## src/rtl/picc_cmd_ctrl.sv

```systemverilog
module picc_cmd_ctrl #(
  parameter int          UID_BYTES  = 7,
  parameter logic [55:0] UID        = 56'h66_55_44_33_22_11_04,
  parameter logic [15:0] ATQA       = 16'h0044,
  parameter logic [7:0]  SAK        = 8'h08,
  parameter int          SECT_SHIFT = 2
) (
  input  logic        clk,
  input  logic        rst_n,
  input  logic        rx_valid,
  input  logic [7:0]  rx_cmd,
  input  logic [7:0]  rx_arg,
  input  logic [31:0] rx_uid,
  input  logic        rx_enc,
  input  logic        auth_done,
  input  logic        auth_ok,
  output logic        tx_valid,
  output logic [2:0]  tx_len,
  output logic [39:0] tx_data,
  output logic        auth_req,
  output logic        auth_key,
  output logic [7:0]  auth_blk,
  output logic        mem_go,
  output logic [7:0]  mem_cmd,
  output logic [7:0]  mem_addr,
  output logic [2:0]  state,
  output logic        authed
);
  localparam logic [2:0] S_IDLE = 3'd0, S_RDY1 = 3'd1, S_RDY2 = 3'd2,
                         S_ACT  = 3'd3, S_AUTH = 3'd4, S_HALT = 3'd5;
  localparam logic [7:0] C_REQ = 8'h26, C_WUP = 8'h52, C_CL1 = 8'h93, C_CL2 = 8'h95,
                         C_HLT = 8'h50, C_KA = 8'h60, C_KB = 8'h61,
                         NVB_AC = 8'h20, NVB_SEL = 8'h70, SAK_MORE = 8'h04;
  localparam bit TWO_LVL = (UID_BYTES == 7);

  function automatic logic [7:0] bcc(input logic [31:0] v);
    return v[7:0] ^ v[15:8] ^ v[23:16] ^ v[31:24];
  endfunction

  logic [31:0] cl1, cl2;
  generate
    if (TWO_LVL) begin : g_two
      assign cl1 = {UID[23:0], 8'h88};
    end else begin : g_one
      assign cl1 = UID[31:0];
    end
  endgenerate
  assign cl2 = UID[55:24];

  logic       from_halt;
  logic [7:0] sect_q;

  wire is_mem  = (rx_cmd == 8'h30) || (rx_cmd == 8'hA0) || (rx_cmd == 8'hC0) ||
                 (rx_cmd == 8'hC1) || (rx_cmd == 8'hC2) || (rx_cmd == 8'hB0);
  wire is_auth = (rx_cmd == C_KA) || (rx_cmd == C_KB);
  wire is_hlt  = (rx_cmd == C_HLT) && (rx_arg == 8'h00);
  wire [7:0] arg_sect = rx_arg >> SECT_SHIFT;
  wire [2:0] fb   = from_halt ? S_HALT : S_IDLE;
  wire auth_take  = auth_done && (state == S_ACT || state == S_AUTH);

  always_ff @(posedge clk) begin
    if (!rst_n) begin
      state     <= S_IDLE;
      from_halt <= 1'b0;
      authed    <= 1'b0;
      sect_q    <= '0;
      tx_valid  <= 1'b0;
      tx_len    <= '0;
      tx_data   <= '0;
      auth_req  <= 1'b0;
      auth_key  <= 1'b0;
      auth_blk  <= '0;
      mem_go    <= 1'b0;
      mem_cmd   <= '0;
      mem_addr  <= '0;
    end else begin
      tx_valid <= 1'b0;
      auth_req <= 1'b0;
      mem_go   <= 1'b0;
      if (auth_take) begin
        authed <= auth_ok;
        state  <= auth_ok ? S_AUTH : S_IDLE;
        if (!auth_ok) from_halt <= 1'b0;
      end else if (rx_valid) begin
        case (state)
          S_IDLE: if (rx_cmd == C_REQ || rx_cmd == C_WUP) begin
            state     <= S_RDY1;
            from_halt <= 1'b0;
            tx_valid  <= 1'b1;
            tx_len    <= 3'd2;
            tx_data   <= {24'h0, ATQA};
          end
          S_HALT: if (rx_cmd == C_WUP) begin
            state     <= S_RDY1;
            from_halt <= 1'b1;
            tx_valid  <= 1'b1;
            tx_len    <= 3'd2;
            tx_data   <= {24'h0, ATQA};
          end
          S_RDY1: begin
            if (rx_cmd == C_CL1 && rx_arg == NVB_AC) begin
              tx_valid <= 1'b1;
              tx_len   <= 3'd5;
              tx_data  <= {bcc(cl1), cl1};
            end else if (rx_cmd == C_CL1 && rx_arg == NVB_SEL && rx_uid == cl1) begin
              state    <= TWO_LVL ? S_RDY2 : S_ACT;
              tx_valid <= 1'b1;
              tx_len   <= 3'd1;
              tx_data  <= {32'h0, TWO_LVL ? SAK_MORE : SAK};
            end else begin
              state <= fb;
            end
          end
          S_RDY2: begin
            if (rx_cmd == C_CL2 && rx_arg == NVB_AC) begin
              tx_valid <= 1'b1;
              tx_len   <= 3'd5;
              tx_data  <= {bcc(cl2), cl2};
            end else if (rx_cmd == C_CL2 && rx_arg == NVB_SEL && rx_uid == cl2) begin
              state    <= S_ACT;
              tx_valid <= 1'b1;
              tx_len   <= 3'd1;
              tx_data  <= {32'h0, SAK};
            end else begin
              state <= fb;
            end
          end
          S_ACT: begin
            if (is_auth) begin
              auth_req <= 1'b1;
              auth_key <= rx_cmd[0];
              auth_blk <= rx_arg;
              sect_q   <= arg_sect;
            end else if (is_hlt) begin
              state <= S_HALT;
            end else begin
              state <= fb;
            end
          end
          S_AUTH: if (rx_enc) begin
            if (is_mem && arg_sect == sect_q) begin
              mem_go   <= 1'b1;
              mem_cmd  <= rx_cmd;
              mem_addr <= rx_arg;
            end else if (is_auth) begin
              auth_req <= 1'b1;
              auth_key <= rx_cmd[0];
              auth_blk <= rx_arg;
              sect_q   <= arg_sect;
            end else begin
              state     <= is_hlt ? S_HALT : S_IDLE;
              authed    <= 1'b0;
              from_halt <= 1'b0;
            end
          end
          default: state <= S_IDLE;
        endcase
      end
    end
  end
endmodule


```

## config.mk

```make
export PLATFORM = sky130hd
export DESIGN_NAME = picc_cmd_ctrl
export DESIGN_NICKNAME = d
export VERILOG_FILES = /design/src/rtl/picc_cmd_ctrl.sv
export SDC_FILE = /design/constraint.sdc
export NUM_CORES = 1
export LEC_CHECK = 0
export ABC_AREA = 1
export CORE_UTILIZATION = 45
export DETAILED_ROUTE_END_ITERATION = 7
export GPL_TIMING_DRIVEN = 0
export PLACE_DENSITY = 0.95
export SYNTH_ARGS = -nofsm -noshare
export SYNTH_HDL_FRONTEND = slang
export SYNTH_SLANG_ARGS = --single-unit
```

## constraint.sdc

```tcl
create_clock -name clk -period 4.15 [get_ports clk]
set_input_delay 0.6225 -clock clk [delete_from_list [all_inputs] [get_ports clk]]
set_output_delay 0.6225 -clock clk [all_outputs]
set_load 0.005 [all_outputs]
```

# Word-level counts from Yosys, hierarchy flattened
# Index checks and enable logic that the tools add are counted.
dict set report word_totals {
  reg_bits 84
  wordCells 158
}
dict set report op_classes {
  n_eq_ne 40
  mux 67
  n_bitwise 5
  n_reduce_logical 33
}
# op n
set ops {}
lappend ops {{2-to-1 mux 40 bit} 6}
lappend ops {{one-hot mux 40 bit (4 select lines)} 1}
lappend ops {{2-to-1 mux 3 bit} 22}
lappend ops {{equality test 8 bit, second input constant} 7}
lappend ops {{2-to-1 mux 8 bit} 6}
lappend ops {{equality test 8 x 7 -> 1 bit, second input constant} 5}
lappend ops {{equality test 32 x 30 -> 1 bit, second input constant} 1}
lappend ops {{equality test 32 x 31 -> 1 bit, second input constant} 1}
lappend ops {{one-hot mux 8 bit (2 select lines)} 2}
lappend ops {{inequality test 3 bit, second input constant} 10}
lappend ops {{equality test 8 x 6 -> 1 bit, second input constant} 3}
lappend ops {{2-to-1 mux 1 bit} 24}
lappend ops {{one-hot mux 3 bit (6 select lines)} 1}
lappend ops {{AND reduction 5 bit} 3}
lappend ops {{inequality test 2 bit, second input constant} 6}
lappend ops {{one-hot mux 3 bit (4 select lines)} 1}
lappend ops {{logical AND 1 bit} 9}
lappend ops {{AND reduction 9 bit} 1}
lappend ops {{equality test 6 x 8 -> 1 bit} 1}
lappend ops {{zero test 8 bit} 1}
lappend ops {{logical OR 1 bit} 8}
lappend ops {{AND reduction 8 bit} 1}
lappend ops {{nonzero test 2 bit} 4}
lappend ops {{nonzero test 4 bit} 2}
lappend ops {{other kinds (12)} 19}

# Depth between registers and ports, before layout
# Gate-level depths: netlist of run 1.
dict set report depth {
  ltp_word 12
  mapped_depth 14
  ltp_nobuf 14
}

# Worst setup path before layout of run 1
# No wires, ideal clock.
dict set report synth_path {
  kind {in2reg}
  from {in rx_cmd[2]}
  to {reg mem_addr[4]}
  setup_ns 0.120
  arrival_time_ns 1.631
  setup_slack_ns 2.398
  path_stages 10
  n_path_buf 2
  cell_sequence {nor2_1 > nand2_1 > nor2_1 > nand2_1 > nor2_1 > nand2_1 > nor2_1 > buf_2 > buf_4 > a21oi_1}
}
dict set report synth_via {
  elab_chain_cells 8
}
# item line_no
set synth_rtl {}
lappend synth_rtl {{start: declaration} 11} ;# input logic [7:0] rx_cmd,
lappend synth_rtl {{equality test 8 x 6 -> 1 bit / equality test 8 bit (equally long branches)} 53} ;# wire is_mem = (rx_cmd == 8'h30) || (rx_cmd == 8'hA0) || (rx_cmd == 8'hC0) ||
lappend synth_rtl {{logical OR 1 bit (3 in a row)} 53}
lappend synth_rtl {{logical OR 1 bit} 54} ;# (rx_cmd == 8'hC1) || (rx_cmd == 8'hC2) || (rx_cmd == 8'hB0);
lappend synth_rtl {{logical OR 1 bit *} 54}
lappend synth_rtl {{logical AND 1 bit *} 141} ;# if (is_mem && arg_sect == sect_q) begin
lappend synth_rtl {{AND reduction 5 bit (no source line) *} n/a}
lappend synth_rtl {{end signal: assignment} 144} ;# mem_addr <= rx_arg;
lappend synth_rtl {{end: declaration} 25} ;# output logic [7:0] mem_addr,
# Every way passes the cells marked *; elsewhere a longest branch is shown, timed or not.
# A chain may end at the register's enable or synchronous reset.

# Worst setup path after layout of run 1
dict set report layout_path {
  from {in rx_cmd[7]}
  to {reg mem_addr[4]}
}
# Same word-level chain as after synthesis.

==> metrics, run 1 <==
outcome=completed; die width=around 80 um; Core Box Area=between 5000 and 6000 um^2; hold_ws=450 ps; worst voltage drop across the vdd grid=roughly 0.00023 V; buffer cell driving the clock tree root=clkbuf_8; drt first-iter violations=slightly below 200; # port buffers=between 100 and 150; switching fraction of total power=~36%; post-CTS clock slew at the launch and capture registers of the worst setup and hold paths=approximately 80 ps; Gate power share=about 44%; Fmax achieved=about 440 MHz; I/O Pins=roughly 130; post-synthesis instance area=approximately 2700 um^2; starting density of the core=between 40% and 50%; DRC violation count after routing=0; most common cell after layout, fill and taps aside=clkdlybuf4s50_1; final worst clock skew=approximately 6.4 ps; total count of hold-check failures in the final report=0; Leak Pwr=roughly 1.9 nW; Vias=3266; type of the worst min-delay path=flop to flop; Site Rows=27; WS Path Type=input port to flop; critical-path maximum fanout=10; Final Core Density=between 70 and 80%; PwrDens=about 340 nW/um^2; max-cap check violation count=0; kind of end point of the critical path=flop; RSZ-0062 raised after global routing=no; area added between synthesis and finish=51.3%; count of different cell masters after synthesis=31; number of global-route vias before repair=roughly 3200; net load switching power=between 0.0005 and 0.0006 W; GRT Resource Usage Total=a little over a quarter; part of the cycle the worst path needs=between 50% and 60%; clock insertion delay at the later pin of the skew report=roughly 300 ps; antenna-violating nets left=0; Crit path required time=approximately 4300 ps; number of cells on the worst hold path=2; Post-CTS Setup Repair Bufs=0; number of synthesized register bits=40; Internal=0.000906 W; number of clock buffers inserted by TritonCTS=5; wire length of the first global-routing pass=~14 mm; Worst Reg-to-Reg Cells=9; mean instance size in the synthesized netlist=6.03 um^2; diodes inserted=0; gate count after technology mapping=about 450; Clock Sinks=40; Final setup violation count=0; max-slew violation count=0; post-detailed-route via-to-cell ratio=between 4 and 5; die area=roughly 6400 um^2; count of TritonRoute iterations in the first routing pass=5; launching element type of the critical path=input port; share of power burned in registers=32.0%; time the final worst path needs with I/O delays and setup=2250 ps; Crit path arrival time=around 2400 ps; weighted congestion reported at the end of routability-driven placement=slightly below 1; grt total ovfl=0; post-layout power=roughly 0.0014 W; total negative setup slack=0 ps; Yosys Warn Count=0; per-cell routed wire length=roughly 13 um; commonest cells after routing, fill and taps aside=114 x clkdlybuf4s50_1, 107 x nand2_1, 78 x nor2_1, 69 x inv_1, 40 x dfxtp_1; H-tree Lvls=2; Final #Nets=roughly 640; sequential-to-total area share from yosys stat=29.4%; transition time of the tightest slew-check pin=510 ps; hpwl dp=6.58 mm; CTS Hold Buffers Added=0; clock power share=a little under a quarter; antenna violations before repair=0; share of cells above drive strength 1=about an eighth; slew margin rel.=about two thirds; die height=around 80 um; maximum number of pins on one net before global-route repair=15; count of instances resized after the clock tree is built=0; overall routed net length=around 8.3 mm; Max Root-Sink Buffers=2; CTS tree=done
cell families (layout without fill, tap and decap cells):
| group | count (synthesis) | after routing | share of synthesized area, % |
|---|---|---|---|
| buf+inv | 117 | 239 | 21.6 |
| compound gates | 61 | 61 | 12.5 |
| flops | 40 | 40 | 29.4 |
| simple gates | 232 | 232 | 36.4 |
| other cells | 1 | 14 | 0.138 |
state kept, by name, indices dropped and copies added (netlist names):
register	flops
tx_len	2
mem_cmd	8
mem_go	1
tx_data	5
auth_key	1
auth_blk	7
auth_req	1
tx_valid	1
mem_addr	8
from_halt	1
state	3
authed	1
sect_q	1
power by group through the flow:
stage	registers, W	logic, W	clock network [W]
after floorplan	0.000457	0.000366	0
after global placement	0.000459	0.000591	0
after detailed placement	0.000461	0.000616	0
after CTS	0.000452	0.000620	0.000335
after global routing	0.000458	0.000688	0.000355
final	0.000452	0.000625	0.000336
cell usage after synthesis, drive strengths merged:
cell / n / share of area [%]
or2: 1 / 0.23
nand2: 112 / 16
conb: 1 / 0.14
a31oi: 1 / 0.23
nor3: 2 / 0.37
nor4: 1 / 0.23
clkbuf: 1 / 0.14
o211ai: 1 / 0.28
a21oi: 29 / 5.7
dfxtp: 40 / 29
and2: 1 / 0.23
o31ai: 1 / 0.28
clkinv: 2 / 0.46
nand3: 20 / 4.6
a211oi: 1 / 0.74
nand4: 7 / 1.6
nor2: 88 / 13
buf: 41 / 11
inv: 73 / 10
o22ai: 1 / 0.23
o21ai: 27 / 5.0
through the flow:
step | std cells | instance area [um^2] | setup slack (ps)
3_5_place_dp | 650 | 4000 | 1640
4_1_cts | 658 | 4120 | 1920
5_1_grt | 658 | 4120 | 1690
6_report | 658 | 4120 | 1900
2_1_floorplan | 464 | 2770 | 2400
3_3_place_gp | 650 | 4000 | 1680
worst max-delay path: stages:
cell and delay (ps):
clkdlybuf4s50_1 550, inv_1 120, nand2_1 80, nand2_1 50
nor2_1 90, nand2_1 60, nor2_1 110, nand2_1 130
nor2_1 130, buf_2 200, buf_4 200, a21oi_1 90
metal layers:
layer  GRT usage, %  wire length [um]  up-vias
li1               -                 -     1603
met1           28.3              3140     1449
met2           51.0              4210      185
met3           7.43               679       29
met4           11.6               239        0
met5              0                 0        -
area by class of cell:
cell class / instances / area (um^2)
plain buffers: 42 / 300
inverters: 75 / 287
repair buffers: 114 / 1140
clock buffers: 5 / 68.8
flip-flops and latches: 40 / 801
clock inverters: 3 / 46.3
well taps: 72 / 90.1
multi-input cells: 307 / 1380
fillers: 461 / 1560
worst paths after layout:
check	startpoint	endpoint	slack, ps
min reg2reg	tx_len[0]$_SDFFE_PN0P_	tx_len[0]$_SDFFE_PN0P_	450
max	rx_cmd[7]	mem_addr[4]$_SDFFE_PN0P_	1900
max reg2reg	state[0]$_SDFFE_PN0P_	auth_key$_SDFFE_PN0P_	2430
min	tx_len[0]$_SDFFE_PN0P_	tx_len[0]$_SDFFE_PN0P_	450
Note: power is estimated with default switching activity, not from simulation.
==> run 2, diff against run 1 <==
CORE_UTILIZATION = 38   (was 45)
PLACE_DENSITY = 0.86   (was 0.95)
clock period = 2 ns   (was 4.15 ns; I/O delays follow)
==> run 2 against run 1 <==
Clock skew fell by 4.3 ps; via count fell by 5.3%; sequential share of layout area fell by 0.33 points.
==> metrics, run 2 (synthesis results as in run 1) <==
die area=7500 um^2 (+18%); Crit path required time=2210 ps (-2120 ps); starting density of the core=39.6% (-8.3 points); Worst Reg-to-Reg Cells=10 (+1); critical-path cell list=clkdlybuf4s50_1 > inv_2 > nand2_1 > nand2_1 > nor2_1 > nand2_1 > nor2_1 > nand2_1 > nand2_1 > nand2_1 > nand2_4 > clkinv_4 > nor2_1 > nor2_1; number of clock buffers inserted by TritonCTS=5 (unchanged); largest stage delay on the critical path=580 ps (+30 ps); largest registers=mem_addr (8), mem_cmd (8), auth_blk (7); part of the cycle the worst path needs=about 90%; antenna-violating nets left=0 (unchanged); Vias=3094 (-5.3%); Leak Pwr=1.99 nW (+2.1%); WS Path Type=input port to flop; weighted congestion reported at the end of routability-driven placement=0.925 (-3.8%); buffer cell driving the clock tree root=clkbuf_8; per-cell routed wire length=10.9 um (-13%); max-slew violation count=0 (unchanged); launching element type of the critical path=input port; antenna violations before repair=0 (unchanged); total count of hold-check failures in the final report=0 (unchanged); Crit path arrival time=2060 ps (-380 ps); count of TritonRoute iterations in the first routing pass=4 (-1); wire length of the first global-routing pass=12.1 mm (-12%); Final Core Density=61.0% (-12 points); CTS tree=done; time the final worst path needs with I/O delays and setup=around 1800 ps; die height=86.6 um (+8.6%); Crit Reg-Reg Endpoint=auth_blk[5]$_SDFFE_PN0P_; post-CTS clock slew at the launch and capture registers of the worst setup and hold paths=80 ps (about the same); reg-to-reg slack, setup=230 ps (-2200 ps); Clock Sinks=40 (unchanged); H-tree Lvls=2 (unchanged); worst voltage drop across the vdd grid=0.000431 V (+88%); DRC violation count after routing=0 (unchanged); # port buffers=114 (unchanged); uppermost signal routing layer after detailed routing=met4; number of cells on the worst hold path=3 (+1); GRT Resource Usage Total=20.5% (-6.8 points); hold_ws=362 ps (-88.6 ps); RSZ-0062 raised after global routing=yes; Max Root-Sink Buffers=2 (unchanged); I/O Pins=129 (unchanged); grt total ovfl=0 (unchanged); hpwl dp=6.09 mm (-7.3%); Site Rows=30 (+11%); commonest cells after routing, fill and taps aside=110 x clkdlybuf4s50_1, 107 x nand2_1, 73 x nor2_1, 68 x inv_1, 40 x dfxtp_1; origin of the critical flop-to-flop path=state[0]$_SDFFE_PN0P_; PwrDens=691 nW/um^2 (+100%); drt first-iter violations=135 (-31%); share of cells above drive strength 1=14.7% (+1.3 points); most common cell after layout, fill and taps aside=clkdlybuf4s50_1; met3 wire len=530 um (-22%); post-detailed-route via-to-cell ratio=4.53 (-8.7%); detailed-route wire length on metal 1=3.10 mm (-1.4%); number of global-route vias before repair=2825 (-13%); Worst Setup Slack, final=151 ps (-1750 ps); critical-path maximum fanout=9 (-1); max-cap check violation count=0 (unchanged); total negative setup slack=0 ps (unchanged); area added between synthesis and finish=53.9%; clock insertion delay at the later pin of the skew report=310 ps (about the same); Final #Nets=640 (+0.16%); type of the worst min-delay path=input port to flop; kind of end point of the critical path=flop; Fmax achieved=around 540 MHz; source of the worst hold timing path=rx_arg[7]; slowest library cell on the worst path=clkdlybuf4s50_1; Final setup violation count=0 (unchanged); Placement Setup Slack=-268 ps (-1910 ps); outcome=completed; diodes inserted=0 (unchanged); fill cell instance count of the final layout=629 (+36%); final worst clock skew=2.12 ps (-4.25 ps); hold worst-path end=sect_q[5]$_SDFFE_PN0P_; overall routed net length=7.47 mm (-9.7%); die width=86.6 um (+8.6%); cell seen most often among critical-path stages=nand2_1; maximum number of pins on one net before global-route repair=15 (unchanged); routed length on met2=3.69 mm (-12%); Core Box Area=6870 um^2 (+21%)
-- run 2: cell count changes in the layout (fill, tap and decap cells not counted), moves of 2 or more --
| cell | previous run | this run |
|---|---|---|
| buf_2 | 3 | 1 |
| clkbuf_4 | 0 | 2 |
| clkdlybuf4s50_1 | 114 | 110 |
| clkinv_4 | 1 | 3 |
| dlymetal6s2s_1 | 0 | 4 |
| nor2_1 | 78 | 73 |
| nor2_2 | 10 | 15 |
-- run 2: through the flow --
| step | instances | area (um^2) | total power (W) |
|---|---|---|---|
| finish | 683 | 4190 | 0.00290 |
| global route | 683 | 4190 | 0.00308 |
| CTS | 682 | 4150 | 0.00291 |
| detailed placement | 674 | 4030 | 0.00221 |
| global placement | 674 | 4030 | 0.00218 |
| floorplan | 464 | 2770 | 0.00171 |
-- run 2: final cells by class --
cell class / instances / area (um^2) / share of cell area [%]
Clock inverter: 3 / 47.5 / 1.14
Sequential cell: 40 / 801 / 19.1
Multi-Input combinational cell: 307 / 1400 / 33.4
Clock buffer: 5 / 68.8 / 1.64
Buffer: 42 / 305 / 7.29
Timing Repair Buffer: 115 / 1160 / 27.7
Inverter: 75 / 287 / 6.84
Tap cell: 96 / 120 / 2.87
-- run 2: repair_timing --
item / 4_1_cts / 5_1_grt
setup buffers: 0 / 1
hold buffers: 0 / 0
endpoints found under the setup margin: 0 / 33
resized for setup: 0 / 13
-- run 2: where the power goes --
group	switching, W	internal, W
Combinational	0.000618	0.000645
Clock	0.000321	0.000376
Sequential	0.0000766	0.000859
-- run 2: how the worst max path moves through the flow --
stage	startpoint	to	depth (start not counted)
global route	rx_arg[5]	sect_q[5]$_SDFFE_PN0P_	14
global placement	rx_arg[4]	auth_key$_SDFFE_PN0P_	14
floorplan	state[0]$_SDFFE_PN0P_	auth_blk[1]$_SDFFE_PN0P_	9
detailed placement	rx_arg[4]	auth_blk[0]$_SDFFE_PN0P_	14
CTS	rx_arg[4]	auth_blk[0]$_SDFFE_PN0P_	14
finish	rx_arg[5]	auth_blk[0]$_SDFFE_PN0P_	14
-- run 2: worst max-delay path: cells and delay by family --
kind / cells / cell delay (ps)
and+or+nand+nor: 11 / 990
buffers and inverters: 3 / 760
-- run 2: per-layer routing --
metal / vias up / global-route usage, %
met2: 99 / 36.6
met4: 0 / 10.9
met1: 1371 / 22.5
li1: 1610 / -
met5: - / 0
met3: 14 / 4.95
